===== src/rtl/byte_chk_pkg.sv =====
package byte_chk_pkg;
  localparam int DATA_W = 8;
  localparam int CHK_W  = 4;

  // Membership of data bits in each check bit.
  localparam logic [CHK_W-1:0][DATA_W-1:0] CHK_MASK = '{
    8'b1001_0110,  // check 3: bits 1,2,4,7
    8'b1111_0000,  // check 2: bits 4,5,6,7
    8'b1100_1100,  // check 1: bits 2,3,6,7
    8'b1010_1010   // check 0: bits 1,3,5,7
  };

  typedef enum logic [1:0] {LD_SCAN, LD_KEEP, LD_PAR} ld_sel_e;

  function automatic logic masked_par(input logic [DATA_W-1:0] d,
                                      input logic [DATA_W-1:0] m);
    return ^(d & m);
  endfunction

  function automatic ld_sel_e pick_load(input logic shift, input logic hold);
    if (shift)     return LD_SCAN;
    else if (hold) return LD_KEEP;
    else           return LD_PAR;
  endfunction
endpackage


===== src/rtl/byte_chk_tree.sv =====
module byte_chk_tree
  import byte_chk_pkg::*;
(
  input  logic [DATA_W-1:0] data_i,
  output logic [CHK_W-1:0]  chk_o,
  output logic              word_par_o
);
  for (genvar g = 0; g < CHK_W; g++) begin : g_chk
    assign chk_o[g] = masked_par(data_i, CHK_MASK[g]);
  end
  assign word_par_o = ^data_i;

  // bit 0 is in no mask
  initial begin
    for (int k = 0; k < CHK_W; k++)
      a_b0_excluded_r4: assert (CHK_MASK[k][0] == 1'b0);
  end
endmodule


===== src/rtl/byte_par_gate.sv =====
module byte_par_gate (
  input  logic word_par_i,
  input  logic ext_par_i,
  input  logic odd_sel_i,
  output logic gen_par_o
);
  assign gen_par_o = word_par_i ^ ext_par_i ^ odd_sel_i;
endmodule


===== src/rtl/byte_scan_cell.sv =====
module byte_scan_cell
  import byte_chk_pkg::*;
(
  input  logic clk_i,
  input  logic rst_i,
  input  logic par_i,
  input  logic en_i,
  input  logic hold_i,
  input  logic shift_i,
  input  logic scan_i,
  output logic q_o,
  output logic q_n_o
);
  ld_sel_e sel;
  logic    gated_par;
  logic    q_q;

  assign sel       = pick_load(shift_i, hold_i);
  assign gated_par = par_i & en_i;

  always_ff @(posedge clk_i) begin
    if (rst_i) q_q <= 1'b0;
    else begin
      unique case (sel)
        LD_SCAN: q_q <= scan_i;
        LD_KEEP: q_q <= q_q;
        default: q_q <= gated_par;
      endcase
    end
  end

  assign q_o   = q_q;
  assign q_n_o = ~q_q;

  p_rst_clear_r10: assert property (@(posedge clk_i) rst_i |=> (q_o == 1'b0));
  p_shift_load_r7: assert property (@(posedge clk_i) disable iff (rst_i)
    shift_i |=> (q_o == $past(scan_i)));
  p_hold_keep_r8: assert property (@(posedge clk_i) disable iff (rst_i)
    (!shift_i && hold_i) |=> $stable(q_o));
  p_par_load_r9: assert property (@(posedge clk_i) disable iff (rst_i)
    (!shift_i && !hold_i) |=> (q_o == ($past(par_i) & $past(en_i))));
  p_pair_r11: assert property (@(posedge clk_i) disable iff (rst_i)
    q_o != q_n_o);
endmodule


===== src/rtl/byte_chk_gen.sv =====
module byte_chk_gen
  import byte_chk_pkg::*;
(
  input  logic              clk_i,
  input  logic              rst_i,
  input  logic [DATA_W-1:0] data_i,
  input  logic              ext_par_i,
  input  logic              odd_sel_i,
  input  logic              en_i,
  input  logic              hold_i,
  input  logic              shift_i,
  input  logic              scan_i,
  output logic [CHK_W-1:0]  chk_o,
  output logic              word_par_o,
  output logic              gen_par_o,
  output logic              err_o,
  output logic              err_n_o
);
  logic wpar;

  byte_chk_tree u_tree (.data_i(data_i), .chk_o(chk_o), .word_par_o(wpar));
  assign word_par_o = wpar;

  byte_par_gate u_gate (.word_par_i(wpar), .ext_par_i(ext_par_i),
                        .odd_sel_i(odd_sel_i), .gen_par_o(gen_par_o));

  byte_scan_cell u_cell (
    .clk_i(clk_i), .rst_i(rst_i), .par_i(gen_par_o), .en_i(en_i),
    .hold_i(hold_i), .shift_i(shift_i), .scan_i(scan_i),
    .q_o(err_o), .q_n_o(err_n_o));

  p_even_sense_r6: assert property (@(posedge clk_i) disable iff (rst_i)
    (!odd_sel_i && ($countones({data_i, ext_par_i}) % 2 == 0)) |-> !gen_par_o);
endmodule


===== config.mk =====
export PLATFORM = sky130hd
export DESIGN_NAME = byte_chk_gen
export DESIGN_NICKNAME = d
export VERILOG_FILES = /design/src/rtl/byte_chk_pkg.sv /design/src/rtl/byte_chk_tree.sv /design/src/rtl/byte_par_gate.sv /design/src/rtl/byte_scan_cell.sv /design/src/rtl/byte_chk_gen.sv
export SDC_FILE = /design/constraint.sdc
export NUM_CORES = 1
export LEC_CHECK = 0
export BUFFER_PORTS_ARGS = -buffer_cell sky130_fd_sc_hd__buf_2
export CAP_MARGIN = 20
export CORE_AREA = 8 8 45 47
export DETAILED_ROUTE_END_ITERATION = 10
export DIE_AREA = 0 0 53 55
export HOLD_SLACK_MARGIN = 0.03
export SYNTH_ARGS = -nofsm -noshare
export SYNTH_HDL_FRONTEND = slang
export SYNTH_SLANG_ARGS = --single-unit

===== constraint.sdc =====
create_clock -name clk_i -period 1.6 [get_ports clk_i]
set_input_delay 0.08 -clock clk_i [delete_from_list [all_inputs] [get_ports clk_i]]
set_output_delay 0.08 -clock clk_i [all_outputs]
set_load 0.05 [all_outputs]

==> results of run 1 <==
## worst max-delay path, cell delays in order
cell	delay, ps
buf_2	110
xor2_1	180
xnor2_1	270
xnor3_2	400
buf_2	230
## cell type report
class | instances | area share
flip-flops and latches | 1 | 0.05229
multi-input cells | 20 | 0.5654
repair buffers | 24 | 0.3203
well taps | 16 | 0.05229
inverters | 1 | 0.009804
## routing by layer
metal | vias to the layer above | routed length (µm) | track usage
met5 | - | 0 | 0
met4 | 0 | 0 | 0
met3 | 0 | 124 | 0.01337
met2 | 21 | 192 | 0.06445
met1 | 91 | 260 | 0.04718
li1 | 118 | - | -
## Yosys cell counts
cell	count
xor2_2	1
xnor2_2	1
xnor3_2	1
dfxtp_1	1
a21oi_1	1
o2bb2ai_2	1
nor4b_1	1
nand2_1	1
nor2_1	1
xor2_1	4
xnor2_1	8
inv_1	1
## per-stage QoR
stage | hold slack, ps | instances | area [µm²] | total power, mW
floorplan | 161.5 | 22 | 240.2 | 0.3190
global route | 296.3 | 62 | 382.9 | 0.4244
finish | 278.4 | 62 | 382.9 | 0.4030
CTS | 284.1 | 62 | 382.9 | 0.4083
detailed placement | 283.7 | 62 | 382.9 | 0.4065
global placement | 279.9 | 62 | 382.9 | 0.4065
## worst paths after layout
| kind | endpoint | cells past startpoint |
|---|---|---|
| worst max-delay path | gen_par_o | 5 |
| worst min-delay path | u_cell.q_o$_SDFFE_PP0P_ | 2 |
| worst max register to register | u_cell.q_o$_SDFFE_PP0P_ | 4 |
| worst min register to register | u_cell.q_o$_SDFFE_PP0P_ | 4 |
## where the power goes
part / internal (mW) / switching [mW]
Sequential: 0.0278 / 0.00131
Combinational: 0.118 / 0.256
Clock: 0 / 0
Total: 0.146 / 0.257
## cell families after synthesis
| family | Yosys count | share of synthesized area |
|---|---|---|
| AND/OR/NAND/NOR | 3 | 0.07342 |
| flip-flops | 1 | 0.09040 |
| AO/OA/AOI/OAI | 2 | 0.09035 |
| XOR/XNOR | 15 | 0.7288 |
| buffers and inverters | 1 | 0.01693 |
==> impl_results.md, run 1 <==
- Status: completed
- WP data required: 1520 ps
- Gr usage total: 0.03773
- Number of diodes: 0
- Slew of the pin with the lowest slew margin: 413.2 ps
- CTS resizes: 0
- Post-route clock period utilization: 0.8461
- Leakage: 0.1793 nW
- # rows: 14
- NumNets Final: 64
- Worst Setup Start Kind: input port
- TritonRoute pass-1 iters: 1
- Critical Path Fanout Max: 2
- CTS Hold Buffers Added: 0
- VDD IR-drop max: 0.2967 mV
- Worst-path clk slew: 0 ps
- Fillers: 148
- Fmax: 738.7 MHz
- Sum Neg Setup Slack: 0 ps
- Synthesis-to-finish area growth: 72.88%
- Fin util: 0.2767
- I/O pin cnt: 24
- Pins Over Slew Limit: 0
- Die Area: 2915 µm²
- Routed wire length: 577 µm
- Worst reg-to-reg setup slack: 880 ps
- Rel. slew slack: 0.7226
- Largest cells by area after synthesis: xnor2_1 32%, xor2_1 16%, xnor3_2 11%
- Critical path endpoint category: primary output
- Synthesis Warnings: 0
- Synth Instances: 22
- Synth Register Bits: 1
- I/O Buffers: 23
- CP Class: input port to primary output
- Commonest non-fill, non-tap cell in the layout: buf_2
- Via count: 230
- Antenna violations before repair: 0
- Clk_skew: 0 ps
- Die X-Extent: 53 µm
- Unrepaired setup endpoints after global routing: no
- PwrDens: 1053 nW/µm²
- Setup violators final: 0
- Sequential share of the synthesized area: 0.09040
- ANT nets after route: 0
- Area of the multi-input gates: 216.5 µm²
- Post-Syn Area: 221.5 µm²
- Worst min path class: input port to flip-flop
- Iteration-0 DRC Markers: 0
- GR Overflow Total: 0
- Final hold violations: 0
- Die Y: 55 µm
- Synth area leader: xnor2_1
- Syn_area_per_cell: 10.07 µm²
- CP startpoint: data_i[2]
- Initial Util: 0.1600
- Post-Place Setup Slack: 228.5 ps
- Post-route DRC: 0
- Most frequent cells in the layout: 23 x buf_2, 8 x xnor2_1, 3 x xor2_1
- Synth Net Count: 38
- Gp weighted congestion: 0.6757
- Top cell type's share of synthesized area: 0.3164
- CP arrival: 1270 ps
- Fin worst setup slack: 246.2 ps
- Share of layout cells above drive strength 1: 0.6304
- Clk_lat worst skew: 0 ps
- Setup bufs post-CTS: 0
- HP Start: rst_i
- Vias in the first global route: 248
- Largest net degree at the start of global routing: 4
- First-pass GRT wire length: 931 µm
- Core area: 1384 µm²
- Number of flip-flops in the largest register: 1
- Register area: 20.02 µm²
- Dpl hpwl: 566.5 µm
- Distinct cells, synth: 12
- Max cap viols: 0
- Min Clock Period, post-route: 1354 ps
- Reg2reg start: u_cell.q_o$_SDFFE_PP0P_
- Drt via density: 3.710
- DR WL/cell: 9.306 µm
(Power assumes the default switching activity.)
==> run 2, diff against run 1 <==
- clock period: 1.6 -> 1.3 ns (I/O delays scaled with it)
==> run 2 against run 1 <==
Global-route usage about the same. Cell count increased by 3.2%. Worst hold slack lost 14 ps. Critical path depth stayed put. Combinational power increased by 31%. Critical path type unchanged.
==> impl_results.md, run 2 (synthesis gave the netlist of run 1 again) <==
- Status: completed (unchanged)
- Slew of the pin with the lowest slew margin: 357.7 ps (was 413.2 ps)
- Unrepaired setup endpoints after global routing: no (unchanged)
- Layout Cells excl Fill: 64 (was 62)
- Fillers: 149 (was 148)
- Placed cell count: 64 (was 62)
- Worst min path class: input port to flip-flop (unchanged)
- Synthesis-to-finish area growth: 103.4% (was 72.88%)
- Sequential power share: 0.068 (was 0.072)
- Number of flip-flops in the largest register: 1 (unchanged)
- Critical Path Fanout Max: 2 (unchanged)
- Dpl hpwl: 604.5 µm (was 566.5 µm)
- Fin worst setup slack: 67.79 ps (was 246.2 ps)
- Routed wire length: 630 µm (was 577 µm)
- Clk_skew: 0 ps (unchanged)
- Rel. slew slack: 0.7582 (was 0.7226)
- # rows: 14 (unchanged)
- Post-route DRC: 0 (unchanged)
- Placed Area: 427.9 µm² (was 382.9 µm²)
- NumNets Final: 66 (was 64)
- Final hold violations: 0 (unchanged)
- CP arrival: 1170 ps (was 1270 ps)
- Clock power share: 0 (about the same)
- Core area: 1384 µm² (unchanged)
- First-pass GRT wire length: 917 µm (was 931 µm)
- Pins Over Slew Limit: 0 (unchanged)
- Iteration-0 DRC Markers: 0 (unchanged)
- Worst-path clk slew: 0 ps (about the same)
- Share of layout cells above drive strength 1: 0.7292 (was 0.6304)
- DR WL/cell: 9.844 µm (was 9.306 µm)
- Int Pwr: 0.1979 mW (was 0.1456 mW)
- Gp weighted congestion: 0.7751 (was 0.6757)
- Post-route clock period utilization: 0.9479
- Die X-Extent: 53 µm (unchanged)
- ANT nets after route: 0 (unchanged)
- Antenna violations before repair: 0 (unchanged)
- Post-Place Setup Slack: -28.92 ps (was 228.5 ps)
- Commonest non-fill, non-tap cell in the layout: buf_2 (unchanged)
- Die Y: 55 µm (unchanged)
- Number of diodes: 0 (unchanged)
- Min Clock Period, post-route: 1232 ps
- Comb power frac: 0.932 (was 0.928)
- Post-layout instance area: 450.4 µm² (was 382.9 µm²)
- Largest net degree at the start of global routing: 4 (unchanged)
- CP Class: input port to primary output (unchanged)
- Die Area: 2915 µm² (unchanged)
- Gr usage total: 0.03781 (was 0.03773)
- GR Overflow Total: 0 (unchanged)
- Drt via density: 3.859 (was 3.710)
- P_sw: 0.3267 mW (was 0.2574 mW)
- Max cap viols: 0 (unchanged)
- WP data required: 1240 ps (was 1520 ps)
- Pwr Total: 0.5246 mW (was 0.4030 mW)
- Clk_lat worst skew: 0 ps (about the same)
- Leakage: 0.2102 nW (was 0.1793 nW)
- I/O pin cnt: 24 (unchanged)
- Critical path endpoint category: primary output (unchanged)
- Min Hold Slack: 264.0 ps (was 278.4 ps)
- PwrDens: 1165 nW/µm² (was 1053 nW/µm²)
- Worst Setup Start Kind: input port (unchanged)
- Initial Util: 0.1600 (unchanged)
- VDD IR-drop max: 0.3643 mV (was 0.2967 mV)
- Sw Ratio: 0.6227 (was 0.6387)
- Fmax: 811.6 MHz
- Setup bufs post-CTS: 0 (unchanged)
- Vias in the first global route: 242 (was 248)
- I/O Buffers: 23 (unchanged)
- Via count: 247 (was 230)
- TritonRoute pass-1 iters: 1 (unchanged)
- Setup violators final: 0 (unchanged)
- Most frequent cells in the layout: 23 x buf_2, 5 x xnor2_1, 3 x buf_4 (was 23 x buf_2, 8 x xnor2_1, 3 x xor2_1)
- CTS Hold Buffers Added: 0 (unchanged)
## run 2: per-layer routing
metal | part of all wire | track usage | vias up
met1 | 0.41 | 0.05513 | 100
met5 | 0 | 0 | -
li1 | - | - | 123
met3 | 0.28 | 0.02139 | 0
met2 | 0.31 | 0.04883 | 24
met4 | 0 | 0 | 0
## run 2: path summary, 6_finish.rpt
path                                         startpoint                       to  slack (ps)  cells past startpoint
worst max register to register  u_cell.q_o$_SDFFE_PP0P_  u_cell.q_o$_SDFFE_PP0P_         570                      4
worst min register to register  u_cell.q_o$_SDFFE_PP0P_  u_cell.q_o$_SDFFE_PP0P_         660                      4
worst min-delay path                              rst_i  u_cell.q_o$_SDFFE_PP0P_         260                      2
worst max-delay path                          data_i[2]                gen_par_o          70                      5
## run 2: area by class of cell
class,instances,area [µm²],area share
well taps,16,20.02,0.04444
repair buffers,26,137.6,0.3056
multi-input cells,20,269.0,0.5972
flip-flops and latches,1,20.02,0.04444
inverters,1,3.754,0.008333
## run 2: what timing repair did
action,in CTS,in global routing
gates resized for setup,2,1
endpoints found under the setup margin,2,1
pin swaps,1,0
## run 2: critical path, stage by stage
cell	delay, ps
buf_2	120
xor2_2	220
xnor2_2	160
xnor3_2	370
buf_2	230
## run 2: power by group through the flow
stage          Sequential [mW]  Combinational [mW]  Clock, mW
2_1_floorplan           0.0458               0.355          0
3_3_place_gp            0.0358               0.484          0
3_5_place_dp            0.0360               0.482          0
4_1_cts                 0.0360               0.492          0
5_1_grt                 0.0365               0.514          0
6_report                0.0359               0.489          0
## run 2: stage by stage
stage | setup TNS (ps) | utilization
3_5_place_dp | -28.92 | 0.3092
5_1_grt | 0 | 0.3255
6_report | 0 | 0.3255
2_1_floorplan | -128.8 | -
4_1_cts | 0 | 0.3201
3_3_place_gp | -3.671 | 0.3092
==> run 3, diff against run 2 <==
- PLACE_DENSITY_LB_ADDON: not set -> 0.2
==> run 3 against run 2 <==
Global-route usage is 0.22 points lower. Critical path type unchanged. Register-to-register slack hardly changed. Sequential share of layout area is 0.075 points higher. Cell count is 1.6% lower. Wire length is 6.7% lower. Die area stayed put. Power is 0.52% lower. Core utilization is 0.54 points lower. Fmax is 1.5% higher. Flip-flop and latch count stayed put. Critical path depth stayed put.
==> impl_results.md, run 3 (synthesis gave the netlist of run 1 again) <==
- ANT nets after route: 0 (unchanged)
- Int Pwr: 0.1977 mW (was 0.1979 mW)
- Largest net degree at the start of global routing: 4 (unchanged)
- P_sw: 0.3241 mW (was 0.3267 mW)
- I/O pin cnt: 24 (unchanged)
- Antenna violations before repair: 0 (unchanged)
- Critical Path Fanout Max: 2 (unchanged)
- Max cap viols: 0 (unchanged)
- Sum Neg Setup Slack: 0 ps (unchanged)
- WP data required: 1240 ps (about the same)
- Pins Over Slew Limit: 0 (unchanged)
- Clock power share: 0 (about the same)
- Clk_skew: 0 ps (unchanged)
- TritonRoute pass-1 iters: 2 (was 1)
- Sequential power share: 0.069 (was 0.068)
- Comb power frac: 0.931 (was 0.932)
- HP Start: rst_i (unchanged)
- Core area: 1384 µm² (unchanged)
- NumNets Final: 65 (was 66)
- Vias in the first global route: 224 (was 242)
- Worst min path class: input port to flip-flop (unchanged)
- Setup bufs post-CTS: 0 (unchanged)
- Initial Util: 0.1600 (unchanged)
- Layout Cells excl Fill: 63 (was 64)
- Slew of the pin with the lowest slew margin: 358.2 ps (was 357.7 ps)
- Die Area: 2915 µm² (unchanged)
- Gr usage total: 0.03558 (was 0.03781)
- Die Y: 55 µm (unchanged)
- Drt via density: 3.587 (was 3.859)
- VDD IR-drop max: 0.3391 mV (was 0.3643 mV)
- # rows: 14 (unchanged)
- Register area: 20.02 µm² (unchanged)
- GR Overflow Total: 0 (unchanged)
- PwrDens: 1178 nW/µm² (was 1165 nW/µm²)
- Commonest non-fill, non-tap cell in the layout: buf_2 (unchanged)
- Met1 global-route usage: 0.04580 (was 0.05513)
- Placed cell count: 63 (was 64)
- CP startpoint: data_i[2] (unchanged)
- Post-layout instance area: 442.9 µm² (was 450.4 µm²)
- Sw Ratio: 0.6211 (was 0.6227)
- Critical path endpoint category: primary output (unchanged)
- Met3 usage: 0.002674 (was 0.02139)
- Gp weighted congestion: 0.5830 (was 0.7751)
- CP Class: input port to primary output (unchanged)
- Post-route clock period utilization: 0.9336 (was 0.9479)
- DR WL/cell: 9.333 µm (was 9.844 µm)
- Dpl hpwl: 579.7 µm (was 604.5 µm)
- Die X-Extent: 53 µm (unchanged)
- Fmax: 824.0 MHz (was 811.6 MHz)
- Rel. slew slack: 0.7578 (was 0.7582)
- Worst Setup Start Kind: input port (unchanged)
- Reg2reg start: u_cell.q_o$_SDFFE_PP0P_ (unchanged)
- Status: completed (unchanged)
- Worst-path clk slew: 0 ps (about the same)
- Post-route DRC: 0 (unchanged)
- Leakage: 0.2054 nW (was 0.2102 nW)
- Via count: 226 (was 247)
- I/O Buffers: 23 (unchanged)
- Unrepaired setup endpoints after global routing: no (unchanged)
- Area of the multi-input gates: 269.0 µm² (unchanged)
- Final hold violations: 0 (unchanged)
- Share of layout cells above drive strength 1: 0.7234 (was 0.7292)
- Clk_lat worst skew: 0 ps (about the same)
- First-pass GRT wire length: 883 µm (was 917 µm)
- CP arrival: 1150 ps (was 1170 ps)
- Routed wire length: 588 µm (was 630 µm)
- Setup violators final: 0 (unchanged)
- Iteration-0 DRC Markers: 2 (was 0)
- Number of diodes: 0 (unchanged)
- Synthesis-to-finish area growth: 100.0% (was 103.4%)
- Most frequent cells in the layout: 23 x buf_2, 5 x xnor2_1 (was 23 x buf_2, 5 x xnor2_1, 3 x buf_4)
- Fillers: 157 (was 149)
- Min Clock Period, post-route: 1214 ps (was 1232 ps)
- Number of flip-flops in the largest register: 1 (unchanged)
- Placed Area: 420.4 µm² (was 427.9 µm²)
- Grt met2 use: 0.06641 (was 0.04883)
- GRT busiest layer: met2 (was met1)
-- run 3: cell types whose count changed in the layout (fill, tap and decap cells not counted), sizes merged --
cell | previous run | this run
buf | 26 | 25
-- run 3: routing by layer --
| layer | share of wire | vias to the layer above |
|---|---|---|
| met2 | 0.54 | 9 |
| met4 | 0 | 0 |
| met5 | 0 | - |
| li1 | - | 120 |
| met1 | 0.38 | 97 |
| met3 | 0.080 | 0 |
-- run 3: worst paths after layout --
kind / end / slack [ps] / cells after the start
worst min-delay path: u_cell.q_o$_SDFFE_PP0P_ / 260 / 2
worst max register to register: u_cell.q_o$_SDFFE_PP0P_ / 580 / 4
worst min register to register: u_cell.q_o$_SDFFE_PP0P_ / 650 / 4
worst max-delay path: gen_par_o / 90 / 5
-- run 3: timing repair --
item / CTS / global route
pin swaps: 1 / 0
gates cloned: 0 / 0
setup endpoints to repair: 1 / 1
hold buffers: 0 / 0
resized for setup: 2 / 1
-- run 3: metrics by stage --
step                power, mW    util  worst slack [ps]  hold slack (ps)
finish                 0.5218  0.3201             86.37            259.8
detailed placement     0.5185  0.3038            -20.43            263.0
global route           0.5493  0.3201             11.52            266.3
CTS                    0.5264  0.3146             13.17            263.5
floorplan              0.4007       -            -128.8            146.5
global placement       0.5185  0.3038            -4.581            263.3
-- run 3: cell type report --
| cell class | count | area share |
|---|---|---|
| sequential | 1 | 0.04520 |
| timing repair buffer | 25 | 0.2938 |
| inverter | 1 | 0.008475 |
| tap | 16 | 0.04520 |
| multi-input combinational | 20 | 0.6073 |
-- run 3: worst max-delay path, stage by stage --
cell	delay (ps)
buf_2	130
xor2_2	220
xnor2_2	150
xnor3_2	360
buf_2	230
-- run 3: power groups by stage --
stage / Sequential, mW / Clock (mW) / Combinational [mW]
final: 0.0360 / 0 / 0.486
after global routing: 0.0367 / 0 / 0.513
after CTS: 0.0360 / 0 / 0.490
after detailed placement: 0.0360 / 0 / 0.482
after global placement: 0.0360 / 0 / 0.482
after floorplan: 0.0458 / 0 / 0.355
